<file path="src/rtl/hec_pkg.sv">
package hec_pkg;
  localparam int HDR_W   = 40;
  localparam int DATA_W  = 32;
  localparam int SYN_W   = 8;
  localparam logic [SYN_W-1:0] GEN_POLY = 8'h07;
  localparam logic [SYN_W-1:0] COSET    = 8'h55;

  typedef enum logic {
    MODE_CORR = 1'b0,
    MODE_DET  = 1'b1
  } hec_mode_e;

  // Linear CRC part (no coset), serial MSB-first over the data word.
  function automatic logic [SYN_W-1:0] crc8_calc(input logic [DATA_W-1:0] d);
    logic [SYN_W-1:0] r;
    logic fb;
    r = '0;
    for (int b = DATA_W - 1; b >= 0; b--) begin
      fb = r[SYN_W-1] ^ d[b];
      r  = {r[SYN_W-2:0], 1'b0};
      if (fb) r = r ^ GEN_POLY;
    end
    return r;
  endfunction
endpackage

</file>
<file path="src/rtl/hec_syndrome.sv">
module hec_syndrome
  import hec_pkg::*;
(
  input  logic [HDR_W-1:0] hdr,
  output logic [SYN_W-1:0] syn
);
  always_comb begin
    syn = crc8_calc(hdr[HDR_W-1:SYN_W]) ^ COSET ^ hdr[SYN_W-1:0];
  end
endmodule

</file>
<file path="src/rtl/hec_locator.sv">
module hec_locator
  import hec_pkg::*;
(
  input  logic [SYN_W-1:0] syn,
  output logic [HDR_W-1:0] flip_mask,
  output logic             single
);
  for (genvar i = 0; i < HDR_W; i++) begin : g_pos
    if (i < SYN_W) begin : g_chk
      localparam logic [SYN_W-1:0] PAT = SYN_W'(1) << i;
      assign flip_mask[i] = (syn == PAT);
    end else begin : g_dat
      localparam logic [SYN_W-1:0] PAT = crc8_calc(DATA_W'(1) << (i - SYN_W));
      assign flip_mask[i] = (syn == PAT);
    end
  end

  assign single = |flip_mask;
endmodule

</file>
<file path="src/rtl/hec_mode_ctl.sv">
module hec_mode_ctl
  import hec_pkg::*;
#(
  parameter int CNT_W = 3,
  parameter int THR_W = 2
) (
  input  logic             clk,
  input  logic             rst,
  input  logic             cell_vld,
  input  logic             corr_en,
  input  logic [THR_W-1:0] thresh_code,
  input  logic             syn_zero,
  input  logic             syn_single,
  output logic             do_fix,
  output logic             do_drop,
  output hec_mode_e        mode_q,
  output logic [CNT_W-1:0] cnt_q
);
  logic [CNT_W-1:0] lim;
  logic [CNT_W:0]   cnt_inc;
  logic             corr_active;

  always_comb begin
    lim         = (CNT_W'(1) << thresh_code) - CNT_W'(1);
    cnt_inc     = (CNT_W+1)'(cnt_q) + (CNT_W+1)'(1);
    corr_active = corr_en && ((mode_q == MODE_CORR) || (lim == '0));
    do_fix      = cell_vld && corr_active && !syn_zero && syn_single;
    do_drop     = cell_vld && !syn_zero && !do_fix;
  end

  always_ff @(posedge clk) begin
    if (rst) begin
      mode_q <= MODE_CORR;
      cnt_q  <= '0;
    end else if (!corr_en) begin
      mode_q <= MODE_DET;
      cnt_q  <= '0;
    end else if (cell_vld) begin
      if (!syn_zero) begin
        mode_q <= MODE_DET;
        cnt_q  <= '0;
      end else if (mode_q == MODE_DET) begin
        if (cnt_inc >= {1'b0, lim}) begin
          mode_q <= MODE_CORR;
          cnt_q  <= '0;
        end else begin
          cnt_q <= cnt_inc[CNT_W-1:0];
        end
      end
    end
  end
endmodule

</file>
<file path="src/rtl/atm_hec_verifier.sv">
module atm_hec_verifier
  import hec_pkg::*;
#(
  parameter int CNT_W = 3,
  parameter int THR_W = 2
) (
  input  logic             clk,
  input  logic             rst,
  input  logic             cell_vld,
  input  logic [HDR_W-1:0] hdr_in,
  input  logic             corr_en,
  input  logic [THR_W-1:0] thresh_code,
  output logic             out_vld,
  output logic [HDR_W-1:0] hdr_out,
  output logic             drop,
  output logic             fix_pulse,
  output logic             bad_pulse
);
  logic [SYN_W-1:0] syn;
  logic [HDR_W-1:0] flip_mask;
  logic             syn_single;
  logic             do_fix;
  logic             do_drop;
  hec_mode_e        eng_mode;
  logic [CNT_W-1:0] clean_cnt;

  hec_syndrome u_syn (
    .hdr (hdr_in),
    .syn (syn)
  );

  hec_locator u_loc (
    .syn       (syn),
    .flip_mask (flip_mask),
    .single    (syn_single)
  );

  hec_mode_ctl #(.CNT_W(CNT_W), .THR_W(THR_W)) u_ctl (
    .clk         (clk),
    .rst         (rst),
    .cell_vld    (cell_vld),
    .corr_en     (corr_en),
    .thresh_code (thresh_code),
    .syn_zero    (syn == '0),
    .syn_single  (syn_single),
    .do_fix      (do_fix),
    .do_drop     (do_drop),
    .mode_q      (eng_mode),
    .cnt_q       (clean_cnt)
  );

  always_ff @(posedge clk) begin
    if (rst) begin
      out_vld   <= 1'b0;
      hdr_out   <= '0;
      drop      <= 1'b0;
      fix_pulse <= 1'b0;
      bad_pulse <= 1'b0;
    end else begin
      out_vld   <= cell_vld;
      drop      <= do_drop;
      fix_pulse <= do_fix;
      bad_pulse <= do_drop;
      if (cell_vld) hdr_out <= do_fix ? (hdr_in ^ flip_mask) : hdr_in;
    end
  end
endmodule

</file>
<file path="config.mk">
export PLATFORM = sky130hd
export DESIGN_NAME = atm_hec_verifier
export DESIGN_NICKNAME = d
export VERILOG_FILES = /design/src/rtl/hec_pkg.sv /design/src/rtl/hec_syndrome.sv /design/src/rtl/hec_locator.sv /design/src/rtl/hec_mode_ctl.sv /design/src/rtl/atm_hec_verifier.sv
export SDC_FILE = /design/constraint.sdc
export NUM_CORES = 1
export LEC_CHECK = 0
export ABC_AREA = 1
export CAP_MARGIN = 20
export CORE_ASPECT_RATIO = 1.4
export CORE_MARGIN = 2
export CORE_UTILIZATION = 50
export DETAILED_ROUTE_END_ITERATION = 8
export DONT_BUFFER_PORTS = 1
export GPL_TIMING_DRIVEN = 0
export SLEW_MARGIN = 20
export SYNTH_ARGS = -nofsm -noshare
export SYNTH_HDL_FRONTEND = slang
export SYNTH_SLANG_ARGS = --single-unit
</file>
<file path="constraint.sdc">
create_clock -name clk -period 9.4 [get_ports clk]
set_input_delay 2.35 -clock clk [delete_from_list [all_inputs] [get_ports clk]]
set_output_delay 2.35 -clock clk [all_outputs]
set_load 0.01 [all_outputs]
</file>
==> out/summary.txt <==
Status: completed
Vias: 5533
Yosys cell types: 32
Fraction of registers with async set/reset: 0%
Worst-path clk slew: 0.06 ns
Worst-Margin Slew: 0.5445 ns
Yosys top cell area share: 24.67%
Number of global-route vias before repair: 5230
Critical Path Max Stage Delay: 0.47 ns
First-pass DRT Iterations: 4
Synthesized area: 5052 sq um
First DRT Iteration DRCs: 279
Number of enable flip-flop cells after synthesis: 0
Met3 routed WL: 962 microns
I/O Pins: 90
Max Buffers Root-to-Sink: 2
Fin. Hold Viols: 0
RSZ-0062 raised after global routing: false
Sequential area share after synthesis: 18.62%
Dominant synthesized flop cell: dfxtp_1
Initial antenna violation count: 0
First-pass GRT wire length: 24990 microns
Max-cap violation count: 0
Maximum VDD drop: 148.0 uV
GP Congestion: 1.001
CP Capture Type: flip-flop
CP dominant cell by count: nand2_1
Die Footprint: 10940 sq um
Critical path launch point type: input port
Global route overflow: 0
Crit path kind: in2reg
Top Layer Used: met4
RR Startpoint: u_ctl.cnt_q[0]
Fmax: 0.1609 GHz
YS warnings: 0
Total power: 0.001215 W
Nets: 995
Wl on met1: 5954 microns
Core footprint: 9899 sq um
Data arrival, critical path: 6.41 ns
Setup TNS: 0 ns
CTS tree: built
Latest clock arrival within the worst-skew pair: 0.29 ns
GR Util All Layers: 29.94%
Starting Density: 51.04%
# H-tree levels: 2
Period utilisation layout: 66.11%
Critical Path RT: 9.60 ns
Sink Count: 47
Met2 WL: 8277 microns
Detailed placer's ending HPWL: 13780 microns
Syn_area_per_cell: 5.386 sq um
Pin count of the biggest net entering global routing: 15
Pwr per Cell Area: 225.7 nW/um^2
Slew Viols, Final: 0
Leak pwr: 3.153 nW
Area contributors post-synth: nand2_1, dfxtp_1, nand3_1, nor2_1, inv_1
CP startpoint: hdr_in[33]
Cells after Synth: 938
Post-route DRC: 0
Die H: 122.9 microns
Routed vias/inst: 5.118
Worst path bufs/invs: 4
Post-synth top area cell: nand2_1
ANT nets after route: 0
CP top delay family: simple AND/OR/NAND/NOR gates
Syn_nets: 988
Buffer count from post-CTS setup fixing: 0
Worst hold start: u_ctl.cnt_q[2]
Worst slew margin: 63.42%
Worst hold-check path type: reg2reg
Share of layout cells above drive strength 1: 6.448%
Worst-path fanout max: 10
Setup violators final: 0
Chip width: 88.96 microns
DR WL/cell: 15.02 microns
CTS-repair resized insts: 0
Site Rows: 43
Hold_buf cts: 0
Area Overhead vs Synth: 6.513%
Yosys reg bits: 47
Tmin final: 6.215 ns
Root buffer cell: clkbuf_16
Num CTS Buffers: 5
Slowest stage cell, crit path: xor2_1
Clock Skews: 0.005631 ns
WL final: 16230 microns
Port bufs: 0
# diodes: 0
[per-stage QoR]
| step | setup WS (ns) | util (%) | hold WS [ns] | area, sq um | instances |
|---|---|---|---|---|---|
| after global routing | 2.813 | 54.36 | 0.5546 | 5381 | 1081 |
| after global placement | 3.031 | 52.74 | 0.4780 | 5221 | 1073 |
| after floorplan | 3.961 | - | 0.4616 | 5052 | 938 |
| final | 3.185 | 54.36 | 0.5032 | 5381 | 1081 |
| after detailed placement | 2.980 | 52.74 | 0.4933 | 5221 | 1073 |
| after CTS | 3.273 | 54.36 | 0.5035 | 5381 | 1081 |
[final timing paths]
check                   end  slack, ns  depth (start not counted)
max             hdr_out[19]       3.19                         29
min          u_ctl.cnt_q[2]       0.50                          2
min reg2reg  u_ctl.cnt_q[2]       0.50                          2
max reg2reg  u_ctl.cnt_q[2]       7.48                          9
[power breakdown]
part	switching [W]	internal (W)	leakage, nW	total (W)
Combinational	0.000556	0.000227	2.69	0.000783
Sequential	0.0000229	0.000221	0.390	0.000244
Clock	0.0000754	0.000113	0.0761	0.000188
Total	0.000654	0.000561	3.15	0.00121
[Yosys cell counts (4+ instances only)]
library cell	n
nand2_1	332
nand3_1	165
nor2_1	127
inv_1	112
dfxtp_1	47
xor2_1	46
clkbuf_1	13
nand2_2	12
inv_2	11
buf_2	8
xnor2_1	8
a21oi_1	7
nand3b_1	6
nor2_2	5
buf_6	4
ha_1	4
nand4_1	4
nor3_1	4
[worst reg2reg max path, stage by stage, from the launching register on]
cell and delay [ns]:
dfxtp_1 0.36, ha_1 0.23, xnor2_1 0.19, inv_1 0.08
ha_1 0.30, a21oi_1 0.20, nand2_1 0.12, nor3_1 0.19
nand2_1 0.07, a21oi_1 0.14
[sequential cells by signal, summed over array words and instances (netlist names)]
name          cells
bad_pulse         1
fix_pulse         1
hdr_out          40
out_vld           1
u_ctl.cnt_q       3
u_ctl.mode_q      1
[placed cells by master (no fill, tap or decap), types with 2 or more instances in the layout]
master,synthesis,final
xnor2_1,8,8
nand2_1,332,332
clkbuf_1,13,13
nand2_2,12,12
buf_2,8,8
a21oi_1,7,7
nor2_2,5,5
nor2_1,127,127
nand4_1,4,4
buf_4,3,3
clkbuf_8,0,2
ha_1,4,4
buf_6,4,4
xor2_1,46,46
clkbuf_16,0,5
nand3_1,165,165
or2_1,2,2
inv_1,112,112
inv_2,11,11
nand2_4,2,2
nor3_1,4,4
nand3b_1,6,6
dfxtp_1,47,47
clkinv_1,2,2
nand3_2,3,3
o21ai_0,3,3
[area by class of cell]
cell class	instances	area (sq um)
plain buffers	29	160.2
inverters	125	469.2
clock inverters	1	7.507
clock buffers	7	152.6
well taps	135	168.9
multi-input cells	737	3482
fillers	1129	4518
flip-flops and latches	47	940.9
[logic make-up after synthesis]
group / synth area share [%]
AOI/OAI and AO/OA: 1.486
xor gates and xnor gates: 10.23
adders and majority gates: 0.9906
buffers and inverters: 12.46
DFF: 18.62
and+or+nand+nor: 56.22
[routing by layer]
metal | global-route usage, % | up-vias
li1 | - | 2894
met1 | 30.61 | 2431
met2 | 55.04 | 149
met3 | 6.142 | 59
met4 | 16.98 | 0
met5 | 0 | -
No activity file was read; power rests on OpenSTA's default activity.
